--- src/rtl/sram_ctrl_pkg.sv ---
package sram_ctrl_pkg;
  localparam int unsigned DATA_W = 16;
  localparam int unsigned LANES  = DATA_W / 8;

  typedef enum logic [2:0] {
    ST_IDLE,
    ST_SETUP,
    ST_STROBE,
    ST_HOLD,
    ST_READ
  } seq_state_e;

  typedef struct packed {
    logic ce_n;
    logic we_n;
    logic oe_n;
    logic dq_oe;
  } pin_ctl_t;

  function automatic pin_ctl_t ctl_of(seq_state_e s);
    pin_ctl_t c;
    case (s)
      ST_SETUP:  c = '{ce_n: 1'b0, we_n: 1'b1, oe_n: 1'b1, dq_oe: 1'b1};
      ST_STROBE: c = '{ce_n: 1'b0, we_n: 1'b0, oe_n: 1'b1, dq_oe: 1'b1};
      ST_HOLD:   c = '{ce_n: 1'b0, we_n: 1'b1, oe_n: 1'b1, dq_oe: 1'b1};
      ST_READ:   c = '{ce_n: 1'b0, we_n: 1'b1, oe_n: 1'b0, dq_oe: 1'b0};
      default:   c = '{ce_n: 1'b1, we_n: 1'b1, oe_n: 1'b1, dq_oe: 1'b0};
    endcase
    return c;
  endfunction
endpackage

--- src/rtl/sram_seq.sv ---
module sram_seq
  import sram_ctrl_pkg::*;
#(
  parameter int unsigned CYCLE_CLKS = 5
) (
  input  logic             clk_i,
  input  logic             rst_ni,
  input  logic             req_valid_i,
  input  logic             req_write_i,
  input  logic [LANES-1:0] req_be_i,
  output seq_state_e       state_d_o,
  output logic             accept_o,
  output logic             ready_o,
  output logic             rd_last_o
);
  localparam int unsigned CW       = $clog2(CYCLE_CLKS + 1);
  localparam int unsigned STB_LAST = CYCLE_CLKS - 3;
  localparam int unsigned RD_LAST  = CYCLE_CLKS - 1;

  seq_state_e    state_q, state_d;
  logic [CW-1:0] cnt_q;
  logic          ready_q;
  logic          stb_last;
  logic          no_lane;

  assign no_lane   = (req_be_i == '0);
  // a pending ready blocks acceptance: guarantees a dead clock after reads
  assign accept_o  = (state_q == ST_IDLE) && req_valid_i && !ready_q;
  assign stb_last  = (state_q == ST_STROBE) && (cnt_q == CW'(STB_LAST));
  assign rd_last_o = (state_q == ST_READ) && (cnt_q == CW'(RD_LAST));

  always_comb begin
    state_d = state_q;
    case (state_q)
      ST_IDLE: begin
        if (accept_o && !no_lane) state_d = req_write_i ? ST_SETUP : ST_READ;
      end
      ST_SETUP:  state_d = ST_STROBE;
      ST_STROBE: if (stb_last) state_d = ST_HOLD;
      ST_HOLD:   state_d = ST_IDLE;
      ST_READ:   if (rd_last_o) state_d = ST_IDLE;
      default:   state_d = ST_IDLE;
    endcase
  end

  always_ff @(posedge clk_i or negedge rst_ni) begin
    if (!rst_ni) begin
      state_q <= ST_IDLE;
      cnt_q   <= '0;
      ready_q <= 1'b0;
    end else begin
      state_q <= state_d;
      cnt_q   <= (state_d != state_q) ? '0 : cnt_q + 1'b1;
      ready_q <= (accept_o && no_lane) || stb_last || rd_last_o;
    end
  end

  assign state_d_o = state_d;
  assign ready_o   = ready_q;
endmodule

--- src/rtl/sram_pins.sv ---
module sram_pins
  import sram_ctrl_pkg::*;
#(
  parameter int unsigned ADDR_W = 18
) (
  input  logic              clk_i,
  input  logic              rst_ni,
  input  seq_state_e        state_d_i,
  input  logic              accept_i,
  input  logic [ADDR_W-1:0] req_addr_i,
  input  logic [DATA_W-1:0] req_wdata_i,
  input  logic [LANES-1:0]  req_be_i,
  output logic [ADDR_W-1:0] mem_addr_o,
  output logic              mem_ce_no,
  output logic              mem_we_no,
  output logic              mem_oe_no,
  output logic              mem_ub_no,
  output logic              mem_lb_no,
  output logic [DATA_W-1:0] mem_dq_o,
  output logic              mem_dq_oe_o
);
  pin_ctl_t          ctl_q;
  logic [LANES-1:0]  be_q;
  logic [LANES-1:0]  lane_n_q, lane_n_d;
  logic [ADDR_W-1:0] addr_q;
  logic [DATA_W-1:0] wdata_q;

  assign lane_n_d = (state_d_i == ST_IDLE) ? '1 : ~(accept_i ? req_be_i : be_q);

  // every pin is a flop output: no decode glitches reach the memory
  always_ff @(posedge clk_i or negedge rst_ni) begin
    if (!rst_ni) begin
      ctl_q    <= ctl_of(ST_IDLE);
      lane_n_q <= '1;
      be_q     <= '0;
      addr_q   <= '0;
      wdata_q  <= '0;
    end else begin
      ctl_q    <= ctl_of(state_d_i);
      lane_n_q <= lane_n_d;
      if (accept_i) begin
        be_q    <= req_be_i;
        addr_q  <= req_addr_i;
        wdata_q <= req_wdata_i;
      end
    end
  end

  assign mem_addr_o  = addr_q;
  assign mem_ce_no   = ctl_q.ce_n;
  assign mem_we_no   = ctl_q.we_n;
  assign mem_oe_no   = ctl_q.oe_n;
  assign mem_dq_oe_o = ctl_q.dq_oe;
  assign mem_lb_no   = lane_n_q[0];
  assign mem_ub_no   = lane_n_q[1];
  assign mem_dq_o    = wdata_q;
endmodule

--- src/rtl/sram_rdcap.sv ---
module sram_rdcap
  import sram_ctrl_pkg::*;
(
  input  logic              clk_i,
  input  logic              rst_ni,
  input  logic              capture_i,
  input  logic [DATA_W-1:0] dq_i,
  output logic [DATA_W-1:0] rdata_o
);
  always_ff @(posedge clk_i or negedge rst_ni) begin
    if (!rst_ni)        rdata_o <= '0;
    else if (capture_i) rdata_o <= dq_i;
  end
endmodule

--- src/rtl/sram_ctrl.sv ---
module sram_ctrl
  import sram_ctrl_pkg::*;
#(
  parameter int unsigned ADDR_W     = 18,
  parameter int unsigned CYCLE_CLKS = 5
) (
  input  logic              clk_i,
  input  logic              rst_ni,
  input  logic              req_valid_i,
  input  logic              req_write_i,
  input  logic [ADDR_W-1:0] req_addr_i,
  input  logic [DATA_W-1:0] req_wdata_i,
  input  logic [LANES-1:0]  req_be_i,
  output logic              req_ready_o,
  output logic [DATA_W-1:0] rsp_rdata_o,
  output logic [ADDR_W-1:0] mem_addr_o,
  output logic              mem_ce_no,
  output logic              mem_we_no,
  output logic              mem_oe_no,
  output logic              mem_ub_no,
  output logic              mem_lb_no,
  output logic [DATA_W-1:0] mem_dq_o,
  output logic              mem_dq_oe_o,
  input  logic [DATA_W-1:0] mem_dq_i
);
  seq_state_e state_d;
  logic       accept;
  logic       rd_last;

  sram_seq #(.CYCLE_CLKS(CYCLE_CLKS)) u_seq (
    .clk_i      (clk_i),
    .rst_ni     (rst_ni),
    .req_valid_i(req_valid_i),
    .req_write_i(req_write_i),
    .req_be_i   (req_be_i),
    .state_d_o  (state_d),
    .accept_o   (accept),
    .ready_o    (req_ready_o),
    .rd_last_o  (rd_last)
  );

  sram_pins #(.ADDR_W(ADDR_W)) u_pins (
    .clk_i      (clk_i),
    .rst_ni     (rst_ni),
    .state_d_i  (state_d),
    .accept_i   (accept),
    .req_addr_i (req_addr_i),
    .req_wdata_i(req_wdata_i),
    .req_be_i   (req_be_i),
    .mem_addr_o (mem_addr_o),
    .mem_ce_no  (mem_ce_no),
    .mem_we_no  (mem_we_no),
    .mem_oe_no  (mem_oe_no),
    .mem_ub_no  (mem_ub_no),
    .mem_lb_no  (mem_lb_no),
    .mem_dq_o   (mem_dq_o),
    .mem_dq_oe_o(mem_dq_oe_o)
  );

  sram_rdcap u_rdcap (
    .clk_i    (clk_i),
    .rst_ni   (rst_ni),
    .capture_i(rd_last),
    .dq_i     (mem_dq_i),
    .rdata_o  (rsp_rdata_o)
  );
endmodule

--- config.mk ---
export PLATFORM = sky130hd
export DESIGN_NAME = sram_ctrl
export DESIGN_NICKNAME = d
export VERILOG_FILES = /design/src/rtl/sram_ctrl_pkg.sv /design/src/rtl/sram_seq.sv /design/src/rtl/sram_pins.sv /design/src/rtl/sram_rdcap.sv /design/src/rtl/sram_ctrl.sv
export SDC_FILE = /design/constraint.sdc
export NUM_CORES = 1
export LEC_CHECK = 0
export BUFFER_PORTS_ARGS = -buffer_cell sky130_fd_sc_hd__buf_4
export CORE_ASPECT_RATIO = 0.5
export CORE_MARGIN = 4
export CORE_UTILIZATION = 48
export DETAILED_ROUTE_END_ITERATION = 6
export PLACE_DENSITY = 0.78
export SLEW_MARGIN = 30
export SYNTH_ARGS = -nofsm -noshare
export SYNTH_HDL_FRONTEND = slang
export SYNTH_SLANG_ARGS = --single-unit
--- constraint.sdc ---
create_clock -name clk_i -period 1.8 [get_ports clk_i]
set_input_delay 0.18 -clock clk_i [delete_from_list [all_inputs] [get_ports clk_i]]
set_output_delay 0.18 -clock clk_i [all_outputs]
set_load 0.01 [all_outputs]
==> out/metrics.yaml, run 1 <==
run_status:
  status: "complete, no violations"
worst_setup_path:
  rrSetupSlack_ns: 0.12
  regToRegEndpoint: "u_rdcap.rdata_o[0]"
  cp_num_buf_inv: 2
  cp_max_fo: 16
  path_cells: "inv_1 > ha_1 > nand2_2 > nor4_4 > buf_12 > mux2_2"
  start_kind: "flip-flop"
  worstSetupPathType: "flip-flop to flip-flop"
  cpPeakStageDelay_ns: 0.39
  required_ns: 2.01
  crit_family: "flip-flops"
  crit_arrival_ns: 1.89
  worstReg2RegStart: "u_seq.cnt_q[0]"
  endpoint_kind: "flip-flop"
  slowest_stage: "dfrtp_1"
  reg2reg_depth: 6
synth:
  synth_edf_count: 0
  yosysWarnings: 0
  async_flop_share_pct: 100.0
  yosysMostFrequentCell: "dfrtp_1"
  yosys.cell_types.count: 34
  synth_area_leaders: "dfrtp_1, mux2_4, mux2_2, dfstp_2, mux2_1"
  ys_ff_latch: 65
  synthFlopType: "dfrtp_1"
  seq_area_frac_synth_pct: 59.16
  synth_fp_nets: 225
  synth_top_area_cell: "dfrtp_1"
  synth_area_per_cell_um2: 16.63
  syn_area_um2: 2760
  synth_top_area_share_pct: 54.40
  synth_commonest_cells: "dfrtp_1, mux2_4, mux2_2, mux2_1"
  postSynthCellCount: 166
sta:
  setup_viol: 0
  tightest_slew_ns: 0.7871
  period_share_pct: 93.29
  rsz0062_at_grt: "no"
  clock_skew_ns: 0.005599
  tns_ns: 0
  max_freq_mhz: 595.5
  timing.hold.ws_ns: 0.02114
  drv_slew: 0
  maxSlewHeadroom_pct: 47.53
  hold_viol: 0
  period_minus_slack_ns: 1.679
  fin_ws_ns: 0.1208
die:
  die_x_um: 115.2
  die_h_um: 61.62
  die_area_um2: 7101
  placementRows: 19
  start_util_pct: 50.05
  coreArea_um2: 5515
  io_pins: 113
worst_hold_path:
  whs_endpoint: "u_pins.lane_n_q[1]"
  whs_path_depth: 2
  hold_start: "req_be_i[1]"
  hold_path_class: "input pin to flip-flop"
clock_tree:
  cts_tree: "built"
  clk_pin_slew_ns: 0.05
  root_buffer: "clkbuf_16"
  ctsHtreeMaxLevel: 3
  clockBufferDepth: 2
  cts_buffers: 9
  post_cts_buffers: 0
  clk_latency_ns: 0.33
  cts.sinks: 65
detailed_routing:
  dr.first_iter.drc_count: 84
  drc: 0
  wl_mm: 6.107
  drt_first_pass_iters: 4
  num_vias: 1800
  wl_met3_um: 306
  route.antenna.remaining_nets: 0
  vias_per_cell: 4.905
  wl_per_cell_um: 16.64
  route.met2.wl_mm: 3.446
  highest_layer: "met4"
  wl_met1_mm: 2.241
global_route:
  antenna_found_initial: 0
  grt_first_pass_wirelength_mm: 9.487
  grtUsageTotal_pct: 18.36
  grt_max_degree: 66
  grt_pass1_vias: 1907
  gr-total-overflow: 0
place:
  port_buffers: 112
  dp_hpwl_mm: 4.434
  pre_cts_ws_ns: 0.1217
  dp_cells: 350
  place_congestion: 0.7691
final_layout:
  stdcell_count: 367
  drive_above_1_share_pct: 63.27
  area_delta_synth_final_pct: 42.43
  fillers: 379
  diodes: 0
  nets: 348
pwr:
  p_total_mw: 7.049
  leakagePower_nw: 1.936
  vdd_drop_max_uv: 1101
  power.density_nw_per_um2: 1793
flow_run:
  cap_violations: 0
cells by family (layout without fill, tap and decap cells):
family	after synthesis	count (layout)	synth area share, %
AO/OA/AOI/OAI	13	13	3.491
XOR/XNOR	2	2	0.6347
adder cells (fa/ha/maj)	3	3	1.360
buffers and inverters	14	142	5.168
flip-flops	65	65	59.16
multiplexers	52	52	25.29
AND/OR/NAND/NOR	17	17	4.896
power by group:
part / total, mW / switching (mW) / internal [mW]
clock network: 1.56 / 0.554 / 1.01
logic: 2.92 / 1.15 / 1.76
registers: 2.57 / 0.416 / 2.16
total: 7.05 / 2.12 / 4.93
per-stage QoR:
stage               instance area [um2]  util [%]
finish                             3931     71.28
global route                       3931     71.28
CTS                                3931     71.28
detailed placement                 3650     66.18
global placement                   3650     66.18
floorplan                          2760         -
flip-flops by register name (all words and copies together), names as in the netlist:
register,count
u_pins.mem_ce_no,1
u_seq.ready_o,1
u_pins.mem_addr_o,18
u_pins.be_q,2
u_pins.mem_we_no,1
u_rdcap.rdata_o,16
u_pins.lane_n_q,2
u_pins.mem_dq_o,16
u_seq.state_q,3
u_seq.cnt_q,3
u_pins.mem_oe_no,1
u_pins.mem_dq_oe_o,1
cell type report:
type	count	area, um2	area share, %
Timing Repair Buffer	120	928.4	23.62
Clock buffer	16	271.5	6.906
Sequential cell	65	1633	41.53
Inverter	6	22.52	0.5729
Multi-Input combinational cell	87	984.7	25.05
Tap cell	73	91.34	2.323
worst max-delay path by stage:
stage | from | endpoint | cells after the start
finish | u_seq.cnt_q[0] | u_rdcap.rdata_o[0] | 6
global route | u_seq.cnt_q[0] | u_rdcap.rdata_o[0] | 6
CTS | u_seq.cnt_q[0] | u_rdcap.rdata_o[0] | 6
detailed placement | u_seq.cnt_q[0] | u_rdcap.rdata_o[3] | 6
global placement | u_seq.state_q[1] | u_pins.mem_dq_o[10] | 4
floorplan | u_seq.cnt_q[0] | u_rdcap.rdata_o[10] | 6
routing by layer:
layer  up-vias  global-route usage [%]
li1        837                       -
met1       904                   18.91
met2        42                   34.38
met3        17                   6.477
met4         0                   9.197
met5         -                       0
placed cells by master (no fill, tap or decap), drive strengths merged, types with 2 or more instances in the layout:
master,n
a21oi,2
a32oi,3
buf,119
clkbuf,16
dfrtp,60
dfstp,5
ha,3
inv,6
mux2,52
nand2,3
nand4,2
nor2,3
nor3,2
nor4,2
o21ai,2
xnor2,2
timing repair:
item / in CTS / in global routing
hold endpoints to repair: 60 / 0
gates resized for setup: 0 / 0
hold buffers: 1 / 0
Note: power is estimated with default switching activity, not from simulation.
==> run 2, diff against run 1 <==
- CORE_UTILIZATION: 48 -> 45
- PLACE_DENSITY: 0.78 -> 0.73
==> run 2 against run 1 <==
  * Combinational power hardly changed
  * Via count is 2.8% lower
  * Final cell count rose by 0.27%
  * Die area grew 6.0%
  * Design area grew 0.45%
  * Flip-flop and latch count unchanged
  * Register-to-register slack improved by 0.02 ns
==> out/metrics.yaml, run 2 (synthesis results as in run 1) <==
final_layout:
  regArea_um2: 1633  # unchanged
  diodes: 0  # unchanged
  area_delta_synth_final_pct: 43.06
  largest_reg_flops: 18  # unchanged
  final_common_cell: "buf_4"
  multiInputGateArea_um2: 984.7  # unchanged
  drive_above_1_share_pct: 63.73  # +0.46 points
  nets: 349  # +0.29%
  final_cell_mix: "buf_4, dfrtp_1, mux2_4"
  stdcell_count: 368  # +0.27%
  fillers: 433  # +14%
worst_setup_path:
  slowest_stage: "dfrtp_1"
  cpPeakStageDelay_ns: 0.39  # about the same
  worstSetupPathType: "flip-flop to flip-flop"
  required_ns: 2.00  # about the same
  rrSetupSlack_ns: 0.14  # +0.02 ns
  crit_family: "flip-flops"
  regToRegEndpoint: "u_rdcap.rdata_o[1]"
  start_kind: "flip-flop"
  cp_max_fo: 16  # unchanged
  crit_cells: 6  # unchanged
  crit_arrival_ns: 1.86  # -0.03 ns
  worstReg2RegStart: "u_seq.cnt_q[0]"
  path_cells: "inv_1 > ha_1 > nand2_2 > nor4_4 > buf_12 > mux2_2"
  cp_num_buf_inv: 2  # unchanged
  reg2reg_depth: 6  # unchanged
  endpoint_kind: "flip-flop"
die:
  coreArea_um2: 5705  # +3.4%
  placementRows: 19  # unchanged
  die_area_um2: 7527  # +6.0%
  die_x_um: 118.8  # +3.1%
  io_pins: 113  # unchanged
  start_util_pct: 48.38  # -1.7 points
  die_h_um: 63.38  # +2.9%
global_route:
  grtUsageTotal_pct: 16.68  # -1.7 points
  antenna_found_initial: 0  # unchanged
  grt_max_degree: 66  # unchanged
  grt_pass1_vias: 1985  # +4.1%
  grt_first_pass_wirelength_mm: 9.804  # +3.3%
  gr-total-overflow: 0  # unchanged
sta:
  rsz0062_at_grt: "no"
  max_freq_mhz: 601.1  # +0.93%
  period_minus_slack_ns: 1.664  # -0.01555 ns
  timing.hold.ws_ns: 0.02217  # +0.001027 ns
  clock_skew_ns: 0.006143  # +0.0005434 ns
  tightest_slew_ns: 0.8019  # +0.01480 ns
  period_share_pct: 92.42  # -0.86 points
  maxSlewHeadroom_pct: 46.54  # -0.99 points
  drv_slew: 0  # unchanged
  setup_viol: 0  # unchanged
  tns_ns: 0  # unchanged
  fin_ws_ns: 0.1364  # +0.01555 ns
  hold_viol: 0  # unchanged
pwr:
  vdd_drop_max_uv: 1000  # -9.2%
  leakagePower_nw: 1.947  # +0.58%
  power.density_nw_per_um2: 1793  # about the same
clock_tree:
  cts.sinks: 65  # unchanged
  cts_tree: "built"
  ctsHtreeMaxLevel: 3  # unchanged
  clk_pin_slew_ns: 0.05  # about the same
  post_cts_buffers: 0  # unchanged
  root_buffer: "clkbuf_16"
  cts_buffers: 9  # unchanged
  clockBufferDepth: 2  # unchanged
  clk_latency_ns: 0.32  # about the same
detailed_routing:
  route.antenna.remaining_nets: 0  # unchanged
  drt_first_pass_iters: 4  # unchanged
  wl_mm: 5.970  # -2.2%
  drc: 0  # unchanged
  vias_per_cell: 4.755  # -3.0%
  num_vias: 1750  # -2.8%
  dr.first_iter.drc_count: 50  # -40%
  wl_per_cell_um: 16.22  # -2.5%
worst_hold_path:
  whs_endpoint: "u_pins.lane_n_q[0]"
  hold_path_class: "input pin to flip-flop"
  hold_start: "req_be_i[0]"
  whs_path_depth: 2  # unchanged
place:
  dp_cells: 351  # +0.29%
  port_buffers: 112  # unchanged
  pre_cts_ws_ns: 0.1397  # +0.01808 ns
  place_congestion: 0.7743  # +0.68%
  dp_hpwl_mm: 4.426  # -0.17%
run_status:
  status: "complete, no violations"
flow_run:
  cap_violations: 0  # unchanged
[run 2: power breakdown]
part           internal [mW]  switching [mW]
clock                   1.05           0.546
sequential              2.16           0.401
combinational           1.77            1.16
[run 2: worst max-delay path by stage]
stage / start / end
after floorplan: u_seq.cnt_q[0] / u_rdcap.rdata_o[10]
after global placement: u_seq.state_q[0] / u_pins.mem_addr_o[17]
after detailed placement: u_seq.cnt_q[0] / u_rdcap.rdata_o[1]
after CTS: u_seq.cnt_q[0] / u_rdcap.rdata_o[1]
after global routing: u_seq.cnt_q[0] / u_rdcap.rdata_o[4]
final: u_seq.cnt_q[0] / u_rdcap.rdata_o[1]
[run 2: metrics by stage]
stage / power (mW) / instance area [um2] / util [%]
finish: 7.082 / 3949 / 69.21
floorplan: 4.297 / 2760 / -
detailed placement: 5.540 / 3657 / 64.10
global route: 7.509 / 3949 / 69.21
global placement: 5.436 / 3657 / 64.10
CTS: 7.190 / 3949 / 69.21
[run 2: cell type report]
| type | instances | share of cell area, % |
|---|---|---|
| multi-input cells | 87 | 24.94 |
| flip-flops and latches | 65 | 41.35 |
| repair buffers | 121 | 23.70 |
| well taps | 73 | 2.313 |
| clock buffers | 16 | 7.129 |
| inverters | 6 | 0.5703 |
[run 2: timing repair]
action	4_1_cts	5_1_grt
setup endpoints to repair	0	0
resized for setup	0	0
endpoints found under the hold margin	60	0
hold buffers	1	0
[run 2: metal layers]
layer | global-route usage, % | share of wire (%)
met5 | 0 | 0
met4 | 5.195 | 0.79
met3 | 6.077 | 4.6
met2 | 30.46 | 55
met1 | 18.24 | 40
